`config.mk`:
```
export PLATFORM = sky130hd
export DESIGN_NAME = dzd_detector
export DESIGN_NICKNAME = d
export VERILOG_FILES = /design/src/rtl/dzd_pkg.sv /design/src/rtl/dzd_zero_detect.sv /design/src/rtl/dzd_release_ctrl.sv /design/src/rtl/dzd_run_counter.sv /design/src/rtl/dzd_detector.sv
export SDC_FILE = /design/constraint.sdc
export NUM_CORES = 1
export LEC_CHECK = 0
export BUFFER_PORTS_ARGS = -buffer_cell sky130_fd_sc_hd__buf_2
export CORE_ASPECT_RATIO = 1.5
export CORE_MARGIN = 8
export CORE_UTILIZATION = 37
export CTS_BUF_LIST = sky130_fd_sc_hd__clkbuf_4 sky130_fd_sc_hd__clkbuf_8
export DETAILED_ROUTE_END_ITERATION = 16
export PLACE_DENSITY = 0.74
export RECOVER_POWER = 50
export SLEW_MARGIN = 30
export SYNTH_ARGS = -nofsm -noshare
export SYNTH_HDL_FRONTEND = slang
export SYNTH_SLANG_ARGS = --single-unit
```
`constraint.sdc`:
```
create_clock -name clk -period 4.25 [get_ports clk]
set_input_delay 0.2125 -clock clk [delete_from_list [all_inputs] [get_ports clk]]
set_output_delay 0.2125 -clock clk [all_outputs]
set_load 0.005 [all_outputs]
```
`src/rtl/dzd_pkg.sv`:
```
package dzd_pkg;

   typedef enum logic [1:0] {
      PH_HOLD    = 2'd0,
      PH_RELEASE = 2'd1,
      PH_ACTIVE  = 2'd2
   } dzd_phase_e;

endpackage

```
`src/rtl/dzd_zero_detect.sv`:
```
module dzd_zero_detect #(
   parameter int SAMPLE_W = 24,
   parameter int NUM_CH   = 2
) (
   input  logic [NUM_CH*SAMPLE_W-1:0] smp_flat,
   output logic                       all_zero
);

   logic [NUM_CH-1:0] ch_zero;

   generate
      for (genvar ch = 0; ch < NUM_CH; ch++) begin : g_ch
         assign ch_zero[ch] = ~|smp_flat[ch*SAMPLE_W +: SAMPLE_W];
      end
   endgenerate

   assign all_zero = &ch_zero;

endmodule

```
`src/rtl/dzd_release_ctrl.sv`:
```
module dzd_release_ctrl
   import dzd_pkg::*;
#(
   parameter int RELEASE_FRAMES = 4
) (
   input  logic       clk,
   input  logic       rst_n,
   input  logic       run_en,
   input  logic       frame_stb,
   output dzd_phase_e phase,
   output logic       release_done
);

   localparam int REL_W = $clog2(RELEASE_FRAMES + 1);
   localparam logic [REL_W-1:0] REL_LAST = REL_W'(RELEASE_FRAMES);

   logic [REL_W-1:0] rel_cnt;

   assign release_done = run_en && frame_stb && (phase == PH_RELEASE)
                         && (rel_cnt == REL_LAST);

   always_ff @(posedge clk or negedge rst_n) begin
      if (!rst_n) begin
         phase   <= PH_HOLD;
         rel_cnt <= '0;
      end else if (!run_en) begin
         phase   <= PH_HOLD;
         rel_cnt <= '0;
      end else begin
         unique case (phase)
            PH_HOLD: begin
               phase   <= PH_RELEASE;
               rel_cnt <= '0;
            end
            PH_RELEASE: begin
               if (frame_stb) begin
                  if (rel_cnt == REL_LAST) begin
                     phase <= PH_ACTIVE;
                  end else begin
                     rel_cnt <= rel_cnt + 1'b1;
                  end
               end
            end
            default: phase <= PH_ACTIVE;
         endcase
      end
   end

endmodule

```
`src/rtl/dzd_run_counter.sv`:
```
module dzd_run_counter #(
   parameter int RUN_FRAMES = 8192,
   localparam int RUN_W = $clog2(RUN_FRAMES + 1)
) (
   input  logic             clk,
   input  logic             rst_n,
   input  logic             clear,
   input  logic             step,
   input  logic             zero_in,
   output logic             reach,
   output logic [RUN_W-1:0] run_cnt
);

   localparam logic [RUN_W-1:0] CNT_LAST = RUN_W'(RUN_FRAMES - 1);
   localparam logic [RUN_W-1:0] CNT_SAT  = RUN_W'(RUN_FRAMES);

   assign reach = zero_in && (run_cnt >= CNT_LAST);

   always_ff @(posedge clk or negedge rst_n) begin
      if (!rst_n) begin
         run_cnt <= '0;
      end else if (clear) begin
         run_cnt <= '0;
      end else if (step) begin
         if (!zero_in) begin
            run_cnt <= '0;
         end else if (run_cnt != CNT_SAT) begin
            run_cnt <= run_cnt + 1'b1;
         end
      end
   end

endmodule

```
`src/rtl/dzd_detector.sv`:
```
module dzd_detector
   import dzd_pkg::*;
#(
   parameter int SAMPLE_W       = 24,
   parameter int RUN_FRAMES     = 8192,
   parameter int RELEASE_FRAMES = 4
) (
   input  logic                clk,
   input  logic                rst_n,
   input  logic                run_en,
   input  logic                frame_stb,
   input  logic [SAMPLE_W-1:0] left_smp,
   input  logic [SAMPLE_W-1:0] right_smp,
   output logic                zero_flag
);

   localparam int NUM_CH = 2;
   localparam int RUN_W  = $clog2(RUN_FRAMES + 1);

   generate
      if (SAMPLE_W < 1) begin : g_bad_width
         $error("dzd_detector: SAMPLE_W must be at least 1");
      end
      if (RUN_FRAMES < 2) begin : g_bad_run
         $error("dzd_detector: RUN_FRAMES must be at least 2");
      end
      if (RELEASE_FRAMES < 1) begin : g_bad_rel
         $error("dzd_detector: RELEASE_FRAMES must be at least 1");
      end
   endgenerate

   dzd_phase_e       phase;
   logic             release_done;
   logic             all_zero;
   logic             reach;
   logic [RUN_W-1:0] run_cnt;
   logic             active;

   assign active = run_en && (phase == PH_ACTIVE);

   dzd_zero_detect #(
      .SAMPLE_W (SAMPLE_W),
      .NUM_CH   (NUM_CH)
   ) u_zero (
      .smp_flat ({right_smp, left_smp}),
      .all_zero (all_zero)
   );

   dzd_release_ctrl #(
      .RELEASE_FRAMES (RELEASE_FRAMES)
   ) u_release (
      .clk          (clk),
      .rst_n        (rst_n),
      .run_en       (run_en),
      .frame_stb    (frame_stb),
      .phase        (phase),
      .release_done (release_done)
   );

   dzd_run_counter #(
      .RUN_FRAMES (RUN_FRAMES)
   ) u_run (
      .clk     (clk),
      .rst_n   (rst_n),
      .clear   (!active),
      .step    (frame_stb),
      .zero_in (all_zero),
      .reach   (reach),
      .run_cnt (run_cnt)
   );

   always_ff @(posedge clk or negedge rst_n) begin
      if (!rst_n) begin
         zero_flag <= 1'b1;
      end else if (!run_en) begin
         zero_flag <= 1'b1;
      end else if (release_done) begin
         zero_flag <= 1'b0;
      end else if (active && frame_stb) begin
         zero_flag <= reach;
      end
   end

endmodule

```
==> results.txt, run 1 <==
Outcome - completed
CTS H-tree depth - 1
Max Cap Viol - 0
P per Cell Area - 211 mW/mm²
Worst slew margin - 0.272
Global route total overflow - 0
CP Data Arrival Time - 2450 ps
Flip-flop and latch area - 502 µm²
Commonest register cell after synthesis - dfrtp_1
Largest vdd supply drop - 0.124 mV
CP peak stage delay - 790 ps
IO buf count - 52
Critical path startpoint category - flop
Sequential share of the synthesized area - 0.364
Util after Layout - 0.477
# diodes - 0
Clock buffer depth - 2
Slowest cell on crit path - nor4_4
Synth unique cells - 38
TritonCTS buffer count - 3
Pins over their slew limit - 0
Post-route clock period utilization - 0.538
Final #Nets - 256
Setup Buffers After CTS - 0
Die Wd - 65.9 µm
Syn Area/Cell - 9.39 µm²
Total power - 0.364 mW
Hold bufs inserted after CTS - 1
Yosys top cell by area - dfrtp_1
Clk_skew - 1.91 ps
Slew @ Worst Pin - 1090 ps
Min Tclk post-route - 2280 ps
CP Buf/Inv Count - 0
Reg clk slew, reported paths - 70 ps
P&R area growth vs syn - 24.8%
DRC viols - 0
HPWL after DPL - 2760 µm
Post-synth EDFFs - 0
Via/cell ratio - 5.62
Initial core utilization - 0.382
GRT Overall Usage - 0.123
Final setup fails - 0
RSZ-0062 raised after global routing - no
Core area - 0.00361 mm²
Final Hold Vio Count - 0
Total routed wirelength - 3520 µm
Initial antenna violation count - 0
Filler instances - 361
Sink Count - 20
Synth cell count leaders - dfrtp_1, a31oi_1, and2_1
Max Clock Freq - 0.438 GHz
Multi-input gate area - 823 µm²
CTS tree - built
Worst min path class - input pin to flop
First-pass GRT wire length - 6140 µm
CP required - 4420 ps
Largest net degree at the start of global routing - 21
IO Count - 53
Via count - 1360
Number of global-route vias before repair - 1416
CP Cell Sequence - nand3b_1, nor4_4, nand2_2, o31ai_1
Clock root cell - clkbuf_8
Critical path peak fanout - 15
DRT antenna net count - 0
Yosys reg bits - 20
Post-cts repair resize count - 0
Height of the chip - 90.8 µm
Kind of critical path - flop to flop
Clk Latency, worst-skew pair - 260 ps
Post-Synthesis Cell Area - 0.00138 mm²
DRT Pass-1 Iters - 4
Synth warn - 0
Post-synth ARST share - 1.00
Die ar. - 0.00598 mm²
Mapped Nets - 203
Largest cells by area after synthesis - dfrtp_1, o31ai_2, a31oi_1, and2_1, ha_1
Share of the synthesized area in the top cell type - 0.345
Core Rows - 27
Share of cells above drive strength 1 - 0.362
TNS Setup - 0 ps
GPL Wtd Cong - 0.820
Critical path endpoint category - flop
Cell with the most instances after synthesis - dfrtp_1
DR iter-0 viols - 26
Lkg Pwr - 0.747 nW
Synthesized instance count - 147
WL per Instance - 14.5 µm
CP top delay family - simple AND/OR/NAND/NOR gates
power by group:
group / internal (mW) / switching (mW)
sequential: 0.191 / 0.00125
clock: 0.0731 / 0.0595
combinational: 0.0221 / 0.0165
placed cells by master (no fill, tap or decap), types with 2 or more instances in the layout:
cell      netlist  final
a22o_1          2      2
a22oi_1         6      6
a31oi_1        10     10
and2_1          9      9
and3_1          4      4
and4_1          2      2
buf_2           2     51
clkbuf_8        0      3
dfrtp_1        19     19
ha_1            4      4
inv_1           7      7
mux2_2          2      2
nand2_1         7      7
nand3_1         5      5
nand4_1         8      8
nor2_1          7      7
nor2b_1         4      4
nor3_1          2      2
nor4_1          8      8
nor4_2          4      4
nor4b_1         2      2
o21a_1          2      2
o21ai_0         3      3
o21ai_1         4      4
o31ai_1         2      2
o31ai_2         7      7
or3_1           2      2
routing by layer:
metal / wire length [µm] / global-route usage / vias to the layer above / part of all wire
li1: - / - / 678 / -
met1: 1360 / 0.127 / 639 / 0.39
met2: 1750 / 0.218 / 39 / 0.50
met3: 370 / 0.0447 / 4 / 0.11
met4: 38 / 0.0384 / 0 / 0.011
met5: 0 / 0 / - / 0
worst paths after layout:
kind                       slack (ps)  cells past startpoint           endpoint                from
setup reg to reg                 1970                      4   u_run.run_cnt[3]  u_release.phase[1]
max in group asynchronous        2920                      2  u_run.run_cnt[13]               rst_n
min in group asynchronous         680                      2   u_run.run_cnt[7]               rst_n
hold reg to reg                   550                      1   u_run.run_cnt[9]    u_run.run_cnt[9]
hold / removal                    210                      2          zero_flag              run_en
setup / recovery                 1970                      4   u_run.run_cnt[3]  u_release.phase[1]
final cells by class:
class	instances	area share
flip-flops and latches	20	0.291
repair buffers	53	0.156
multi-input cells	115	0.478
well taps	43	0.0312
inverters	7	0.0153
clock buffers	4	0.0283
registers in the layout, indices dropped and copies added (netlist names):
register and cells:
u_release.phase 2, u_release.rel_cnt 3, u_run.run_cnt 14, zero_flag 1
logic make-up (layout without fill, tap and decap cells):
kind of cell / count (synthesis) / count (layout) / synth area share
AND/OR/NAND/NOR: 68 / 68 / 0.314
AO/OA/AOI/OAI: 41 / 41 / 0.230
adder cells (fa/ha/maj): 4 / 4 / 0.0363
buffers and inverters: 12 / 64 / 0.0399
flip-flops: 20 / 20 / 0.364
multiplexers: 2 / 2 / 0.0163
metrics by stage:
stage	std cells	area, µm²	hold slack (ps)	setup WS, ps
CTS	242	1720	208	1950
finish	242	1720	211	1970
global route	242	1720	227	1770
floorplan	147	1380	-83.1	2680
detailed placement	237	1670	189	1900
global placement	237	1670	191	1920
Power figures use the tool's default switching activity.
==> run 2, diff against run 1 <==
==> constraint.sdc (replaced) <==
create_clock -name clk -period 2.29 [get_ports clk]
set_input_delay 0.1145 -clock clk [delete_from_list [all_inputs] [get_ports clk]]
set_output_delay 0.1145 -clock clk [all_outputs]
set_load 0.005 [all_outputs]
==> run 2 against run 1 <==
Worst setup slack worse by 1400 ps. Sequential power up 85%. Combinational power up 87%. Global-route usage down 0.32 points. Hold slack worse by 110 ps. Via count up 0.66%. Sequential share of layout area down 0.38 points. Core utilization up 0.62 points. Critical endpoint unchanged.
==> results.txt, run 2 (synthesis gave the netlist of run 1 again) <==
Outcome - completed (unchanged)
Via/cell ratio - 5.59 (was 5.62)
Hold bufs inserted after CTS - 1 (unchanged)
Max Cap Viol - 0 (unchanged)
Pins over their slew limit - 0 (unchanged)
Placed Area - 0.00169 mm² (was 0.00167 mm²)
Share of cells above drive strength 1 - 0.371 (was 0.362)
WL per Instance - 14.6 µm (was 14.5 µm)
DR iter-0 viols - 47 (was 26)
DRC viols - 0 (unchanged)
Lkg Pwr - 0.763 nW (was 0.747 nW)
First-pass GRT wire length - 5950 µm (was 6140 µm)
Most flop-heavy register - u_run.run_cnt (unchanged)
CP Data Arrival Time - 1870 ps (was 2450 ps)
Clock root cell - clkbuf_8 (unchanged)
P per Cell Area - 388 mW/mm² (was 211 mW/mm²)
HPWL after DPL - 2840 µm (was 2760 µm)
Hold path startpoint - run_en (unchanged)
CTS H-tree depth - 1 (unchanged)
Largest register FFs - 14 (unchanged)
Met2 Use GR - 0.210 (was 0.218)
Die ar. - 0.00598 mm² (unchanged)
Critical path startpoint category - flop (unchanged)
Core area - 0.00361 mm² (unchanged)
TritonCTS buffer count - 3 (unchanged)
IO Count - 53 (unchanged)
Initial core utilization - 0.382 (unchanged)
IO buf count - 52 (unchanged)
Reg clk slew, reported paths - 70 ps (about the same)
Critical path endpoint category - flop (unchanged)
CP Cell Sequence - nand3b_1, nor4_4, nand2_2, o31ai_1 (unchanged)
Grt met3 use - 0.0422 (was 0.0447)
Worst slew margin - 0.247 (was 0.272)
Min Tclk post-route - 1700 ps (was 2280 ps)
Largest vdd supply drop - 0.361 mV (was 0.124 mV)
Critical path peak fanout - 12 (was 15)
Largest regs - u_run.run_cnt x14, u_release.rel_cnt x3, u_release.phase x2 (unchanged)
Largest net degree at the start of global routing - 21 (unchanged)
Die Wd - 65.9 µm (unchanged)
Max Clock Freq - 0.587 GHz (was 0.438 GHz)
P&R area growth vs syn - 26.5% (was 24.8%)
Final hold slack - 105 ps (was 211 ps)
Worst r2r src - u_release.phase[0] (was u_release.phase[1])
Post-route cell area - 0.00175 mm² (was 0.00172 mm²)
CTS tree - built (unchanged)
Critical path origin - u_release.phase[0] (was u_release.phase[1])
Global route total overflow - 0 (unchanged)
Worst min path class - input pin to flop (unchanged)
Most frequent cells in the layout - buf_2, dfrtp_1, a31oi_1 (unchanged)
GPL Wtd Cong - 0.799 (was 0.820)
Met1 Use GR - 0.125 (was 0.127)
Clk_skew - 3.74 ps (was 1.91 ps)
GRT Overall Usage - 0.120 (was 0.123)
CP peak stage delay - 440 ps (was 790 ps)
Post-cts repair resize count - 0 (unchanged)
DRT antenna net count - 0 (unchanged)
Sink Count - 20 (unchanged)
# diodes - 0 (unchanged)
Post-route clock period utilization - 0.744 (was 0.538)
Kind of critical path - flop to flop (unchanged)
Final Hold Vio Count - 0 (unchanged)
Most Used Layer, Global Route - met2 (unchanged)
Core Rows - 27 (unchanged)
Height of the chip - 90.8 µm (unchanged)
Clk Latency, worst-skew pair - 260 ps (about the same)
DRT Pass-1 Iters - 4 (unchanged)
Via count - 1369 (was 1360)
Final setup fails - 0 (unchanged)
Most common cell after layout, fill and taps aside - buf_2 (unchanged)
Final #Nets - 259 (was 256)
Setup Buffers After CTS - 0 (unchanged)
TNS Setup - 0 ps (unchanged)
Slowest cell on crit path - dfrtp_1 (was nor4_4)
RSZ-0062 raised after global routing - no (unchanged)
Slew @ Worst Pin - 1130 ps (was 1090 ps)
Total routed wirelength - 3570 µm (was 3520 µm)
CP required - 2450 ps (was 4420 ps)
Clock buffer depth - 2 (unchanged)
Initial antenna violation count - 0 (unchanged)
Number of global-route vias before repair - 1338 (was 1416)
-- run 2: cell types whose count changed in the layout (fill, tap and decap cells not counted), sizes merged --
cell,previous run,this run
buf,51,54
-- run 2: critical path: cells and delay by family, from the launching register on --
kind / cells / cell delay (ps)
AO/OA/AOI/OAI: 1 / 300
AND/OR/NAND/NOR: 3 / 860
flip-flops: 1 / 440
-- run 2: final timing paths --
check / end / slack [ps] / cells past startpoint
min in group asynchronous: u_run.run_cnt[8] / 590 / 2
max in group asynchronous: u_run.run_cnt[11] / 1020 / 2
worst max register to register: u_run.run_cnt[3] / 590 / 4
worst min register to register: u_run.run_cnt[9] / 540 / 1
worst max-delay path: u_run.run_cnt[3] / 590 / 4
worst min-delay path: zero_flag / 100 / 2
-- run 2: cell type report --
type                            instances  area [µm²]
Multi-Input combinational cell        115         823
Fill cell                             373        1870
Tap cell                               43        53.8
Sequential cell                        20         502
Clock buffer                            4        48.8
Timing Repair Buffer                   56         292
Inverter                                7        26.3
-- run 2: metrics by stage --
stage / setup slack, ps / std cells / util / power, mW
6_report: 587 / 245 / 0.483 / 0.678
5_1_grt: 449 / 245 / 0.483 / 0.708
4_1_cts: 572 / 245 / 0.483 / 0.684
2_1_floorplan: 718 / 147 / - / 0.378
3_5_place_dp: 581 / 240 / 0.467 / 0.436
3_3_place_gp: 620 / 240 / 0.467 / 0.434
-- run 2: report_power, final --
part	switching (mW)	internal (mW)	total [mW]
clock network	0.113	0.136	0.248
registers	0.00233	0.355	0.357
logic	0.0311	0.0411	0.0722
-- run 2: metal layers --
| layer | vias to the layer above | routed length [µm] |
|---|---|---|
| met3 | 5 | 383 |
| met1 | 638 | 1370 |
| met4 | 0 | 47 |
| li1 | 682 | - |
| met5 | - | 0 |
| met2 | 44 | 1760 |
==> run 3, diff against run 2 <==
--- a/config.mk
+++ b/config.mk
@@ -11,7 +11,7 @@
 export CORE_UTILIZATION = 37
 export CTS_BUF_LIST = sky130_fd_sc_hd__clkbuf_4 sky130_fd_sc_hd__clkbuf_8
 export DETAILED_ROUTE_END_ITERATION = 16
-export PLACE_DENSITY = 0.74
+export PLACE_DENSITY = 0.77
 export RECOVER_POWER = 50
 export SLEW_MARGIN = 30
 export SYNTH_ARGS = -nofsm -noshare
==> constraint.sdc (replaced) <==
create_clock -name clk -period 1.5 [get_ports clk]
set_input_delay 0.075 -clock clk [delete_from_list [all_inputs] [get_ports clk]]
set_output_delay 0.075 -clock clk [all_outputs]
set_load 0.005 [all_outputs]
==> run 3 against run 2 <==
The flow now finishes with violations (setup timing). Critical path type unchanged. Hold slack got worse by 31 ps. Sequential power rose by 52%. Wire length rose by 29%. Worst setup slack got worse by 650 ps. Fmax rose by 8.7%. Critical path depth rose by 2. Sequential share of layout area fell by 5.8 points. Largest cell class unchanged. Largest power group unchanged.
==> results.txt, run 3 (synthesis gave the netlist of run 1 again) <==
Outcome - finished, violations left (was completed)
Failing checks - setup timing
Core Rows - 27 (unchanged)
Final hold slack - 73.4 ps (was 105 ps)
Reg2reg end - u_run.run_cnt[13] (was u_run.run_cnt[3])
Most flop-heavy register - u_run.run_cnt (unchanged)
Clk Latency, worst-skew pair - 270 ps (was 260 ps)
IO Count - 53 (unchanged)
Die Wd - 65.9 µm (unchanged)
PnR worst setup slack - -66.3 ps (was 587 ps)
Worst r2r src - u_run.run_cnt[0] (was u_release.phase[0])
Global route total overflow - 0 (unchanged)
CP required - 1650 ps (was 2450 ps)
Worst min path class - input pin to flop (unchanged)
Final Hold Vio Count - 0 (unchanged)
Via count - 1549 (was 1369)
P&R area growth vs syn - 59.3% (was 26.5%)
Worst slew margin - 0.225 (was 0.247)
Reg clk slew, reported paths - 80 ps (was 70 ps)
Max Clock Freq - 0.638 GHz (was 0.587 GHz)
Clk_skew - 2.92 ps (was 3.74 ps)
Initial core utilization - 0.382 (unchanged)
Initial antenna violation count - 0 (unchanged)
R2r worst-path depth - 6 (was 4)
Lkg Pwr - 0.935 nW (was 0.763 nW)
Util after Layout - 0.608 (was 0.483)
Kind of critical path - flop to flop (unchanged)
Sink Count - 20 (unchanged)
Hold Path Sink - zero_flag (unchanged)
Final #Nets - 288 (was 259)
Largest vdd supply drop - 0.562 mV (was 0.361 mV)
DRT antenna net count - 0 (unchanged)
Critical path endpoint category - flop (unchanged)
GRT Overall Usage - 0.140 (was 0.120)
DRC viols - 0 (unchanged)
Height of the chip - 90.8 µm (unchanged)
Clock buffer depth - 2 (unchanged)
WL per Instance - 16.7 µm (was 14.6 µm)
Critical path startpoint category - flop (unchanged)
Post-route cell area - 0.00220 mm² (was 0.00175 mm²)
Number of global-route vias before repair - 1543 (was 1338)
Pins over their slew limit - 0 (unchanged)
CP Data Arrival Time - 1720 ps (was 1870 ps)
Critical path peak fanout - 4 (was 12)
R2r setup slk - -70 ps (was 590 ps)
TritonCTS buffer count - 3 (unchanged)
Max Cap Viol - 0 (unchanged)
Final non-filler cell total - 274 (was 245)
RSZ-0062 raised after global routing - yes (was no)
Die ar. - 0.00598 mm² (unchanged)
Most common cell after layout, fill and taps aside - buf_2 (unchanged)
Largest register FFs - 14 (unchanged)
First-pass GRT wire length - 6870 µm (was 5950 µm)
DR iter-0 viols - 65 (was 47)
Hold path cells - 2 (unchanged)
Final setup fails - 6 (was 0)
Largest regs - u_run.run_cnt x14, u_release.rel_cnt x3, u_release.phase x2 (unchanged)
Core area - 0.00361 mm² (unchanged)
Clock root cell - clkbuf_8 (unchanged)
IO buf count - 52 (unchanged)
Total routed wirelength - 4590 µm (was 3570 µm)
Largest net degree at the start of global routing - 21 (unchanged)
Placed Area - 0.00183 mm² (was 0.00169 mm²)
Placed cell count - 259 (was 240)
DRT Pass-1 Iters - 4 (unchanged)
Slew @ Worst Pin - 1160 ps (was 1130 ps)
CTS tree - built (unchanged)
Most frequent cells in the layout - buf_2, buf_4, dfrtp_1 (was buf_2, dfrtp_1, a31oi_1)
Place WS - -214 ps (was 581 ps)
CTS H-tree depth - 1 (unchanged)
# diodes - 0 (unchanged)
HPWL after DPL - 3040 µm (was 2840 µm)
Hold path startpoint - run_en (unchanged)
GPL Wtd Cong - 0.799 (about the same)
P per Cell Area - 490 mW/mm² (was 388 mW/mm²)
Post-route clock period utilization - 1.04 (was 0.744)
Share of cells above drive strength 1 - 0.567 (was 0.371)
Min Tclk post-route - 1570 ps (was 1700 ps)
Via/cell ratio - 5.65 (was 5.59)
[run 3: cell count changes in the layout (fill, tap and decap cells not counted), sizes merged]
cell / previous run / this run
buf: 54 / 82
nand2: 8 / 9
[run 3: timing repair]
item | in CTS | in global routing
endpoints found under the setup margin | 12 | 18
pin swaps | 12 | 18
setup buffers | 0 | 8
gates resized for setup | 12 | 40
hold buffers | 1 | 0
cloned | 0 | 2
endpoints found under the hold margin | 19 | 0
[run 3: final cells by class]
type	count	area, µm²
inverter	7	26.3
tap	43	53.8
timing repair buffer	84	528
fill	306	1420
multi-input combinational	116	1040
clock buffer	4	48.8
sequential	20	504
[run 3: metal layers]
metal | track usage | wire length, µm
met1 | 0.139 | 1700
met2 | 0.260 | 2500
met3 | 0.0311 | 272
met4 | 0.0585 | 116
met5 | 0 | 0
[run 3: power breakdown]
group          internal [mW]  switching [mW]  leakage [nW]
Clock                  0.208           0.197        0.0262
Combinational         0.0702          0.0574         0.639
Sequential             0.542         0.00196         0.270
[run 3: critical path, cell delays in order (launching register included)]
cell and delay (ps):
dfrtp_1 400, buf_4 140, and3_4 180, and4_4 260, nand4_1 130, a31oi_1 240
o31ai_2 100
[run 3: worst max path at each step]
stage	to	from	slack [ps]
6_report	u_run.run_cnt[13]	u_run.run_cnt[0]	-70
5_1_grt	u_run.run_cnt[1]	u_run.run_cnt[1]	-190
4_1_cts	u_run.run_cnt[12]	u_run.run_cnt[1]	-20
3_5_place_dp	u_run.run_cnt[13]	right_smp[9]	-210
3_3_place_gp	u_run.run_cnt[3]	left_smp[18]	-130
2_1_floorplan	u_run.run_cnt[1]	u_run.run_cnt[0]	9
[run 3: per-stage QoR]
step | TNS, ps | total power, mW
after floorplan | 0 | 0.578
after global placement | -1200 | 0.668
after detailed placement | -1920 | 0.672
after CTS | -54.3 | 1.07
after global routing | -1210 | 1.12
final | -195 | 1.08
